## config.mk

```make
export PLATFORM = sky130hd
export DESIGN_NAME = dma_chan_state_regs
export DESIGN_NICKNAME = d
export VERILOG_FILES = /design/src/rtl/dma_csr_pkg.sv /design/src/rtl/dma_head_bank.sv /design/src/rtl/dma_comp_bank.sv /design/src/rtl/dma_err_capture.sv /design/src/rtl/dma_chan_state_regs.sv
export SDC_FILE = /design/constraint.sdc
export NUM_CORES = 2
export LEC_CHECK = 0
export BUFFER_PORTS_ARGS = -buffer_cell sky130_fd_sc_hd__buf_2
export CORE_ASPECT_RATIO = 1.5
export CORE_UTILIZATION = 63
export DETAILED_ROUTE_END_ITERATION = 10
export PLACE_DENSITY = 0.81
export SETUP_SLACK_MARGIN = 0.3
export SYNTH_ARGS = -nofsm -noshare
export SYNTH_HDL_FRONTEND = slang
export SYNTH_SLANG_ARGS = --single-unit
```

## constraint.sdc

```tcl
create_clock -name clk_i -period 3.9 [get_ports clk_i]
set_input_delay 0 -clock clk_i [delete_from_list [all_inputs] [get_ports clk_i]]
set_output_delay 0 -clock clk_i [all_outputs]
set_load 0.02 [all_outputs]
```

## src/rtl/dma_csr_pkg.sv

```systemverilog
package dma_csr_pkg;
  typedef enum logic [1:0] {
    RG_TX_HEAD = 2'd0,
    RG_RX_HEAD = 2'd1,
    RG_TX_COMP = 2'd2,
    RG_RX_COMP = 2'd3
  } region_e;

  function automatic int unsigned ch_width(int unsigned n);
    return (n > 1) ? $clog2(n) : 1;
  endfunction
endpackage

```

## src/rtl/dma_head_bank.sv

```systemverilog
module dma_head_bank #(
  parameter int unsigned NUM_CH = 8,
  parameter int unsigned DW     = 32,
  parameter int unsigned CH_W   = 3
) (
  input  logic                       clk_i,
  input  logic                       rst_ni,
  input  logic                       wr_i,
  input  logic [CH_W-1:0]            wr_ch_i,
  input  logic [DW-1:0]              wr_data_i,
  input  logic                       clr_i,
  input  logic [CH_W-1:0]            clr_ch_i,
  output logic [NUM_CH-1:0][DW-1:0]  head_o,
  output logic [NUM_CH-1:0]          start_o,
  output logic [DW-1:0]              start_ptr_o,
  output logic                       reject_o
);
  logic [DW-1:0]     head_q [NUM_CH];
  logic [NUM_CH-1:0] accept;
  logic [NUM_CH-1:0] start_q;
  logic [DW-1:0]     ptr_q;

  assign reject_o = wr_i && (head_o[wr_ch_i] != '0);

  for (genvar c = 0; c < NUM_CH; c++) begin : g_ch
    assign accept[c] = wr_i && (wr_ch_i == CH_W'(c)) && (head_q[c] == '0);
    assign head_o[c] = head_q[c];

    always_ff @(posedge clk_i or negedge rst_ni) begin
      if (!rst_ni)                                head_q[c] <= '0;
      else if (accept[c])                         head_q[c] <= wr_data_i;
      else if (clr_i && (clr_ch_i == CH_W'(c)))   head_q[c] <= '0;
    end
  end

  always_ff @(posedge clk_i or negedge rst_ni) begin
    if (!rst_ni) begin
      start_q <= '0;
      ptr_q   <= '0;
    end else begin
      start_q <= accept & {NUM_CH{wr_data_i != '0}};
      if (|accept) ptr_q <= wr_data_i;
    end
  end

  assign start_o     = start_q;
  assign start_ptr_o = ptr_q;
endmodule

```

## src/rtl/dma_comp_bank.sv

```systemverilog
module dma_comp_bank #(
  parameter int unsigned NUM_CH = 8,
  parameter int unsigned DW     = 32,
  parameter int unsigned CH_W   = 3
) (
  input  logic                       clk_i,
  input  logic                       rst_ni,
  input  logic                       eng_we_i,
  input  logic [CH_W-1:0]            eng_ch_i,
  input  logic [DW-1:0]              eng_data_i,
  input  logic                       host_we_i,
  input  logic [CH_W-1:0]            host_ch_i,
  input  logic [DW-1:0]              host_data_i,
  output logic [NUM_CH-1:0][DW-1:0]  comp_o,
  output logic [NUM_CH-1:0]          irq_o
);
  logic [DW-1:0]     comp_q [NUM_CH];
  logic [NUM_CH-1:0] irq_q;

  for (genvar c = 0; c < NUM_CH; c++) begin : g_ch
    logic eng_hit, ack_hit;
    assign eng_hit   = eng_we_i && (eng_ch_i == CH_W'(c));
    // host value is compared, never stored
    assign ack_hit   = host_we_i && (host_ch_i == CH_W'(c)) && (host_data_i == comp_q[c]);
    assign comp_o[c] = comp_q[c];

    always_ff @(posedge clk_i or negedge rst_ni) begin
      if (!rst_ni) begin
        comp_q[c] <= '0;
        irq_q[c]  <= 1'b0;
      end else if (eng_hit) begin
        comp_q[c] <= eng_data_i;
        irq_q[c]  <= 1'b1;
      end else if (ack_hit) begin
        irq_q[c]  <= 1'b0;
      end
    end
  end

  assign irq_o = irq_q;
endmodule

```

## src/rtl/dma_err_capture.sv

```systemverilog
module dma_err_capture #(
  parameter int unsigned CH_W = 3
) (
  input  logic            clk_i,
  input  logic            rst_ni,
  input  logic            rej_tx_i,
  input  logic            rej_rx_i,
  input  logic [CH_W-1:0] ch_i,
  output logic            err_o,
  output logic            err_rx_o,
  output logic [CH_W-1:0] err_ch_o
);
  always_ff @(posedge clk_i or negedge rst_ni) begin
    if (!rst_ni) begin
      err_o    <= 1'b0;
      err_rx_o <= 1'b0;
      err_ch_o <= '0;
    end else if (!err_o && (rej_tx_i || rej_rx_i)) begin
      err_o    <= 1'b1;
      err_rx_o <= rej_rx_i;
      err_ch_o <= ch_i;
    end
  end
endmodule

```

## src/rtl/dma_chan_state_regs.sv

```systemverilog
module dma_chan_state_regs
  import dma_csr_pkg::*;
#(
  parameter int unsigned NUM_CH = 8,
  parameter int unsigned DW     = 32,
  parameter int unsigned CH_W   = ch_width(NUM_CH),
  parameter int unsigned WW     = CH_W + 2
) (
  input  logic              clk_i,
  input  logic              rst_ni,
  input  logic              host_we_i,
  input  logic [WW-1:0]     host_word_i,
  input  logic [DW-1:0]     host_wdata_i,
  output logic [DW-1:0]     host_rdata_o,
  input  logic              eng_cp_we_i,
  input  logic              eng_cp_rx_i,
  input  logic [CH_W-1:0]   eng_cp_ch_i,
  input  logic [DW-1:0]     eng_cp_data_i,
  input  logic              eng_hd_clr_i,
  input  logic              eng_hd_rx_i,
  input  logic [CH_W-1:0]   eng_hd_ch_i,
  output logic [NUM_CH-1:0] tx_start_o,
  output logic [NUM_CH-1:0] rx_start_o,
  output logic [DW-1:0]     start_ptr_o,
  output logic [NUM_CH-1:0] tx_irq_o,
  output logic [NUM_CH-1:0] rx_irq_o,
  output logic              err_o,
  output logic              err_rx_o,
  output logic [CH_W-1:0]   err_ch_o
);
  region_e         region;
  logic [CH_W-1:0] host_ch;
  logic            wr_tx_hd, wr_rx_hd, wr_tx_cp, wr_rx_cp;
  logic            rej_tx, rej_rx;
  logic [DW-1:0]   tx_ptr, rx_ptr;

  logic [NUM_CH-1:0][DW-1:0] tx_head, rx_head, tx_comp, rx_comp;

  assign region  = region_e'(host_word_i[WW-1:CH_W]);
  assign host_ch = host_word_i[CH_W-1:0];

  assign wr_tx_hd = host_we_i && (region == RG_TX_HEAD);
  assign wr_rx_hd = host_we_i && (region == RG_RX_HEAD);
  assign wr_tx_cp = host_we_i && (region == RG_TX_COMP);
  assign wr_rx_cp = host_we_i && (region == RG_RX_COMP);

  dma_head_bank #(.NUM_CH(NUM_CH), .DW(DW), .CH_W(CH_W)) u_tx_head (
    .clk_i, .rst_ni,
    .wr_i(wr_tx_hd), .wr_ch_i(host_ch), .wr_data_i(host_wdata_i),
    .clr_i(eng_hd_clr_i && !eng_hd_rx_i), .clr_ch_i(eng_hd_ch_i),
    .head_o(tx_head), .start_o(tx_start_o), .start_ptr_o(tx_ptr), .reject_o(rej_tx)
  );

  dma_head_bank #(.NUM_CH(NUM_CH), .DW(DW), .CH_W(CH_W)) u_rx_head (
    .clk_i, .rst_ni,
    .wr_i(wr_rx_hd), .wr_ch_i(host_ch), .wr_data_i(host_wdata_i),
    .clr_i(eng_hd_clr_i && eng_hd_rx_i), .clr_ch_i(eng_hd_ch_i),
    .head_o(rx_head), .start_o(rx_start_o), .start_ptr_o(rx_ptr), .reject_o(rej_rx)
  );

  dma_comp_bank #(.NUM_CH(NUM_CH), .DW(DW), .CH_W(CH_W)) u_tx_comp (
    .clk_i, .rst_ni,
    .eng_we_i(eng_cp_we_i && !eng_cp_rx_i), .eng_ch_i(eng_cp_ch_i), .eng_data_i(eng_cp_data_i),
    .host_we_i(wr_tx_cp), .host_ch_i(host_ch), .host_data_i(host_wdata_i),
    .comp_o(tx_comp), .irq_o(tx_irq_o)
  );

  dma_comp_bank #(.NUM_CH(NUM_CH), .DW(DW), .CH_W(CH_W)) u_rx_comp (
    .clk_i, .rst_ni,
    .eng_we_i(eng_cp_we_i && eng_cp_rx_i), .eng_ch_i(eng_cp_ch_i), .eng_data_i(eng_cp_data_i),
    .host_we_i(wr_rx_cp), .host_ch_i(host_ch), .host_data_i(host_wdata_i),
    .comp_o(rx_comp), .irq_o(rx_irq_o)
  );

  dma_err_capture #(.CH_W(CH_W)) u_err (
    .clk_i, .rst_ni,
    .rej_tx_i(rej_tx), .rej_rx_i(rej_rx), .ch_i(host_ch),
    .err_o, .err_rx_o, .err_ch_o
  );

  // only one head write per cycle, so at most one bank holds a fresh pulse
  assign start_ptr_o = (|tx_start_o) ? tx_ptr : rx_ptr;

  always_comb begin
    unique case (region)
      RG_TX_HEAD: host_rdata_o = tx_head[host_ch];
      RG_RX_HEAD: host_rdata_o = rx_head[host_ch];
      RG_TX_COMP: host_rdata_o = tx_comp[host_ch];
      default:    host_rdata_o = rx_comp[host_ch];
    endcase
  end
endmodule

```

-- Yosys cells after proc, flatten, opt, wreduce, memory -nomap -nowiden
Cells that the tools add are included.
- add/subtract/negate cells: 0
- multiplexer cells: 74
- order comparisons: 1
- multipliers: 0
- shift operators: 0
- equal/unequal tests: 40
- div/mod/pow operators: 0
- bitwise gates (word level): 2
- reductions and logical operators: 169
- operators with widths (kind ; count):
    2-to-1 mux 32 bit ; 37
    equality test 32 bit ; 16
    logical NOT 32 bit ; 16
    binary-select mux 32 bit (select 3 bit) ; 4
    logical AND 1 bit ; 107
    case mux 32 bit (3 select lines) ; 1
    nonzero test 32 bit ; 3
    nonzero test 2 bit ; 32
    equality test 3 bit (second input constant) ; 12
    2-to-1 mux 1 bit ; 32
    OR reduction 8 bit ; 3
    equality test 3 x 2 -> 1 bit (second input constant) ; 6
    AND 8 bit ; 2
    equality test 3 x 1 -> 1 bit (second input constant) ; 3
    logical NOT 3 bit ; 3
    equality test 2 bit (second input constant) ; 2
    < comparator 3 x 4 -> 1 bit (second input constant) ; 1
    logical NOT 1 bit ; 3
    equality test 2 x 1 -> 1 bit (second input constant) ; 1
    logical NOT 2 bit ; 1
    logical OR 1 bit ; 1
- ROM bits: 0
- output and inout port bits: 101
- flip-flop bits (word level): 1125
- bits in latches: 0
- memories: 0
- word-level logic and storage cells: 341
- bits in writable memories: 0

-- Longest topological paths before layout
- word-level depth: 6
- mapped depth: 16

-- Cells and area by module
From an unflattened synthesis, not the netlist that was laid out.
- cell total of the unflattened synthesis: 4444
- area, all modules: 58994.1 µm²
- by module, submodules not included (module ; area an instance (µm²) ; cells each ; sequential area each (µm²) ; times used):
    dma_comp_bank ; 13228.9 ; 957 ; 6606.3 ; 2
    dma_head_bank at u_rx_head ; 11898.9 ; 915 ; 7407.1 ; 1
    dma_head_bank at u_tx_head ; 11840.1 ; 916 ; 7407.1 ; 1
    dma_chan_state_regs ; 8583.2 ; 686 ; 0.0 ; 1
    dma_err_capture ; 214.0 ; 13 ; 125.1 ; 1

-- Least setup slack after synthesis
Ideal clock, no wire load.
- path type: input port to output port
- from: in host_word_i[1]
- to: out host_rdata_o[19]
- required time: 3900 ps
- arrival time: 2855 ps
- cell stages on the path: 12
- buffers on the path: 8
- slack: 1045 ps
- cells stage by stage: buf_2 -> buf_6 -> buf_2 -> buf_2 -> buf_2 -> clkbuf_1 -> buf_2 -> clkbuf_1 -> mux4_2 -> mux4_2 -> nand2_1 -> o21ai_0
- longest elaborated chain between the ends: 3
- elaborated cells between the ends (all ways): 9
- classes of those cells: mux: 9
- RTL lines (element ; line ; source):
    start: declaration ; dma_chan_state_regs.sv:12 ; input logic [WW-1:0] host_word_i,
    binary-select mux 32 bit (select 3 bit), on equally long branches ; -- ;
    2-to-1 mux 32 bit, on equally long branches ; -- ;
    case mux 32 bit (3 select lines) (*) ; dma_chan_state_regs.sv:85 ; unique case (region)
    end: declaration ; dma_chan_state_regs.sv:14 ; output logic [DW-1:0] host_rdata_o,
Every way passes the cells marked *; elsewhere a longest branch is shown, timed or not. The select of a mux whose other input is x is not followed.

-- Worst setup path in the final report
- from: reg u_rx_head.head_q (netlist bit u_rx_head.head_o[118])
- to: out host_rdata_o[22]
- longest elaborated chain between the ends: 3
- RTL lines (element ; line ; source):
    start: declaration ; dma_head_bank.sv:18 ; logic [DW-1:0] head_q [NUM_CH];
    start signal: indexed assignment ; dma_head_bank.sv:31 ; else if (accept[c]) head_q[c] <= wr_data_i;
    binary-select mux 32 bit (select 3 bit) ; dma_chan_state_regs.sv:87 ; RG_RX_HEAD: host_rdata_o = rx_head[host_ch];
    2-to-1 mux 32 bit (not written as such) ; dma_chan_state_regs.sv:87 ;
    case mux 32 bit (3 select lines) ; dma_chan_state_regs.sv:85 ;
No other way between the ends. The select of a mux whose other input is x is not followed.

==> metrics.cfg <==
[global_routing]
grt_max_degree=110
grt.overflow.total=0
grt_pass1_vias=45133
global_route.usage.total=0.516
grt_pass1_wl_um=338000
antenna_found_initial=31

[setup_path]
worst_path_max_delay_cell=o21ai_0
arrival_ns=3.62
rr_startpoint=u_rx_comp.comp_o[228]$_DFFE_PN0P_
crit_chain=mux2_2 > o22ai_1 > a221o_1 > nand2_1 > o21ai_0 > o21ai_0 > buf_2
end_kind=output pin
setup.worst_path.start=u_rx_head.head_o[118]$_DFFE_PN0P_
critPathMostFrequentCell=o21ai_0
r2r_setup_slack_ns=0.45
start_kind=register
crit_fanout=3
ff2ff_path_depth=6
reg2reg_to=u_rx_comp.irq_o[7]$_DFFE_PN0P_
worstSetupPathType=register to output pin
endpoint=host_rdata_o[22]
slowest_delay_ns=0.91
required_ns=3.90

[synthesis]
ys_ff_latch=1125
synth.most_common_cell=dfrtp_1
netlist_area_um2=57800
syn-num-nets=4586
yosysUniqueCellTypes=67
synth-edff-count=0
syn_inst=4504
synth_area_leader_cell=dfrtp_1
avgSynthCellArea_um2=12.8
yosysWarnings=0
yosysSeqAreaShare=0.487
synth_top_area_share=0.487
synth.area.top_cells=dfrtp_1, mux2_2, mux4_2
synth_common_cells=dfrtp_1, mux2_2, a22o_1, xor2_1, clkbuf_1
synthFlopType=dfrtp_1
async_flop_share=1.00

[cts]
clk_pin_slew_ns=0.07
cts_max_level=3
cts-root-buf=clkbuf_16
worst_skew_pair.late_latency_ns=0.75
cts_buffers=106
post-cts-setup-buffers=0
clock-sinks=1125
clockBufferDepth=3
cts_tree=yes

[final_layout]
drive_above_1_share=0.311
area_growth_pct=11.8
finalNetCount=4692

[floorplan]
initial_core_util=0.638
io_pins=183
dieHeight_um=373
core-area_um2=90500
die-area_um2=92900
fp-row-count=135
die_x_um=249

[timing]
relSlewSlack=0.103
tns_ns=0
fin_crit_ns=3.62
maxSlewViolCount=0
rsz0062_at_grt=false
timing.fmax_mhz=276
setup_viol=0
finalHoldViolCount=0
worstMarginPinSlew_ns=1.33
finalCritPeriodShare=0.928
finClkSkew_ns=0.0231

[power]
switching_share=0.361
seqPwrFrac=0.428
clock_power_share=0.272
p_leak_nw=28.8
vdd_ir_drop_max_mv=0.548
pwr-share-comb=0.301
switching_power_mw=15.1
total_power_mw=41.8
intPower_mw=26.7
power_density_nw_per_um2=647

[route]
finalWirelength_um=238000
ant_nets=0
dr.first_iter.drc_count=7045
vias=46137
drcViolationCount=0
vias_per_cell=7.85
wl_per_cell_um=40.4
first_pass_iters=8

[job]
cap_violations=0

[min_path]
worstHoldPathType=primary input to register
hold_depth=3

[outcome]
status=complete, no violations

[placement]
dp_hpwl_um=163000
place.gp.congestion=1.11
port-buffer-count=182

==> area by class of cell <==
class	count	area, um2
multi-input combinational	2930	27900
antenna	19	47.5
clock buffer	141	3060
timing repair buffer	435	3230
sequential	1125	28200
clock inverter	52	722
inverter	12	45.0
fill	6140	25900
tap	1164	1460
==> registers in the layout, summed over array words and instances (netlist names) <==
signal                 cells
u_rx_comp.comp_o         256
u_rx_head.head_o         256
u_tx_comp.comp_o         256
u_tx_head.head_o         256
u_rx_head.start_ptr_o     32
u_tx_head.start_ptr_o     32
u_rx_comp.irq_o            8
u_rx_head.start_o          8
u_tx_comp.irq_o            8
u_tx_head.start_o          8
u_err.err_ch_o             3
u_err.err_o                1
u_err.err_rx_o             1
==> power by group through the flow <==
stage                     clock, mW  sequential [mW]  combinational (mW)
after global placement            0             17.6                11.5
after floorplan                   0             16.6                7.80
after global routing           11.8             18.0                12.9
final                          11.4             17.9                12.6
after detailed placement          0             17.7                11.8
after CTS                      11.3             17.6                11.9
==> layer usage <==
layer | vias to the layer above | GRT usage | part of all wire | routed length [um]
met4 | 28 | 0.481 | 0.12 | 27800
met2 | 4180 | 0.734 | 0.43 | 101000
met1 | 23341 | 0.612 | 0.33 | 77700
li1 | 17304 | - | - | -
met5 | - | 0.000529 | 0.00070 | 167
met3 | 1284 | 0.180 | 0.13 | 30800
==> critical path: cells and delay by family, from the launching register on <==
family	cells	cell delay [ns]
buf+inv	1	0.31
compound gates	4	1.74
flops	1	0.38
simple gates	1	0.19
mux	1	0.24
==> cell usage in the layout, fill, tap and decap left out, types with 104 or more instances in the layout <==
cell       count
nand2_1      116
a22o_1       513
dfrtp_1     1125
nor4_1       267
xnor2_1      104
mux4_2       203
xor2_1       408
clkbuf_16    109
mux2_2       655
buf_4        180
buf_2        177
==> kinds of logic (layout without fill, tap and decap cells) <==
group,count (synthesis),after routing,synth area share
other cells,0,19,0
mux,964,964,0.227
xor+xnor,512,512,0.0776
flops,1125,1125,0.487
compound gates,751,751,0.107
buf+inv,449,640,0.0331
simple gates,703,703,0.0679
==> repair_timing <==
item / 4_1_cts / 5_1_grt
hold buffers: 56 / 0
resized for setup: 0 / 0
endpoints found under the hold margin: 1396 / 0
==> worst min-delay path by stage <==
stage	from	to	slack (ns)
6_report	host_wdata_i[5]	u_tx_head.head_o[5]$_DFFE_PN0P_	0.02
5_1_grt	host_wdata_i[21]	u_tx_head.head_o[117]$_DFFE_PN0P_	0.03
4_1_cts	host_wdata_i[21]	u_tx_head.head_o[181]$_DFFE_PN0P_	0.02
3_5_place_dp	rst_ni	u_tx_head.head_o[38]$_DFFE_PN0P_	0.02
3_3_place_gp	rst_ni	u_tx_head.head_o[38]$_DFFE_PN0P_	0.03
2_1_floorplan	rst_ni	u_err.err_ch_o[0]$_DFFE_PN0P_	-0.30
==> per-stage QoR <==
step	setup slack, ns	instance area, um2	util	hold WS, ns	std cells
6_report	0.283	64600	0.713	0.0245	5878
5_1_grt	0.363	64600	0.713	0.0273	5862
3_3_place_gp	0.541	60200	0.665	0.0289	5610
2_1_floorplan	1.04	57800	-	-0.296	4504
4_1_cts	0.558	64500	0.713	0.0192	5859
3_5_place_dp	0.473	60200	0.665	0.0232	5610
(Power assumes the default switching activity.)
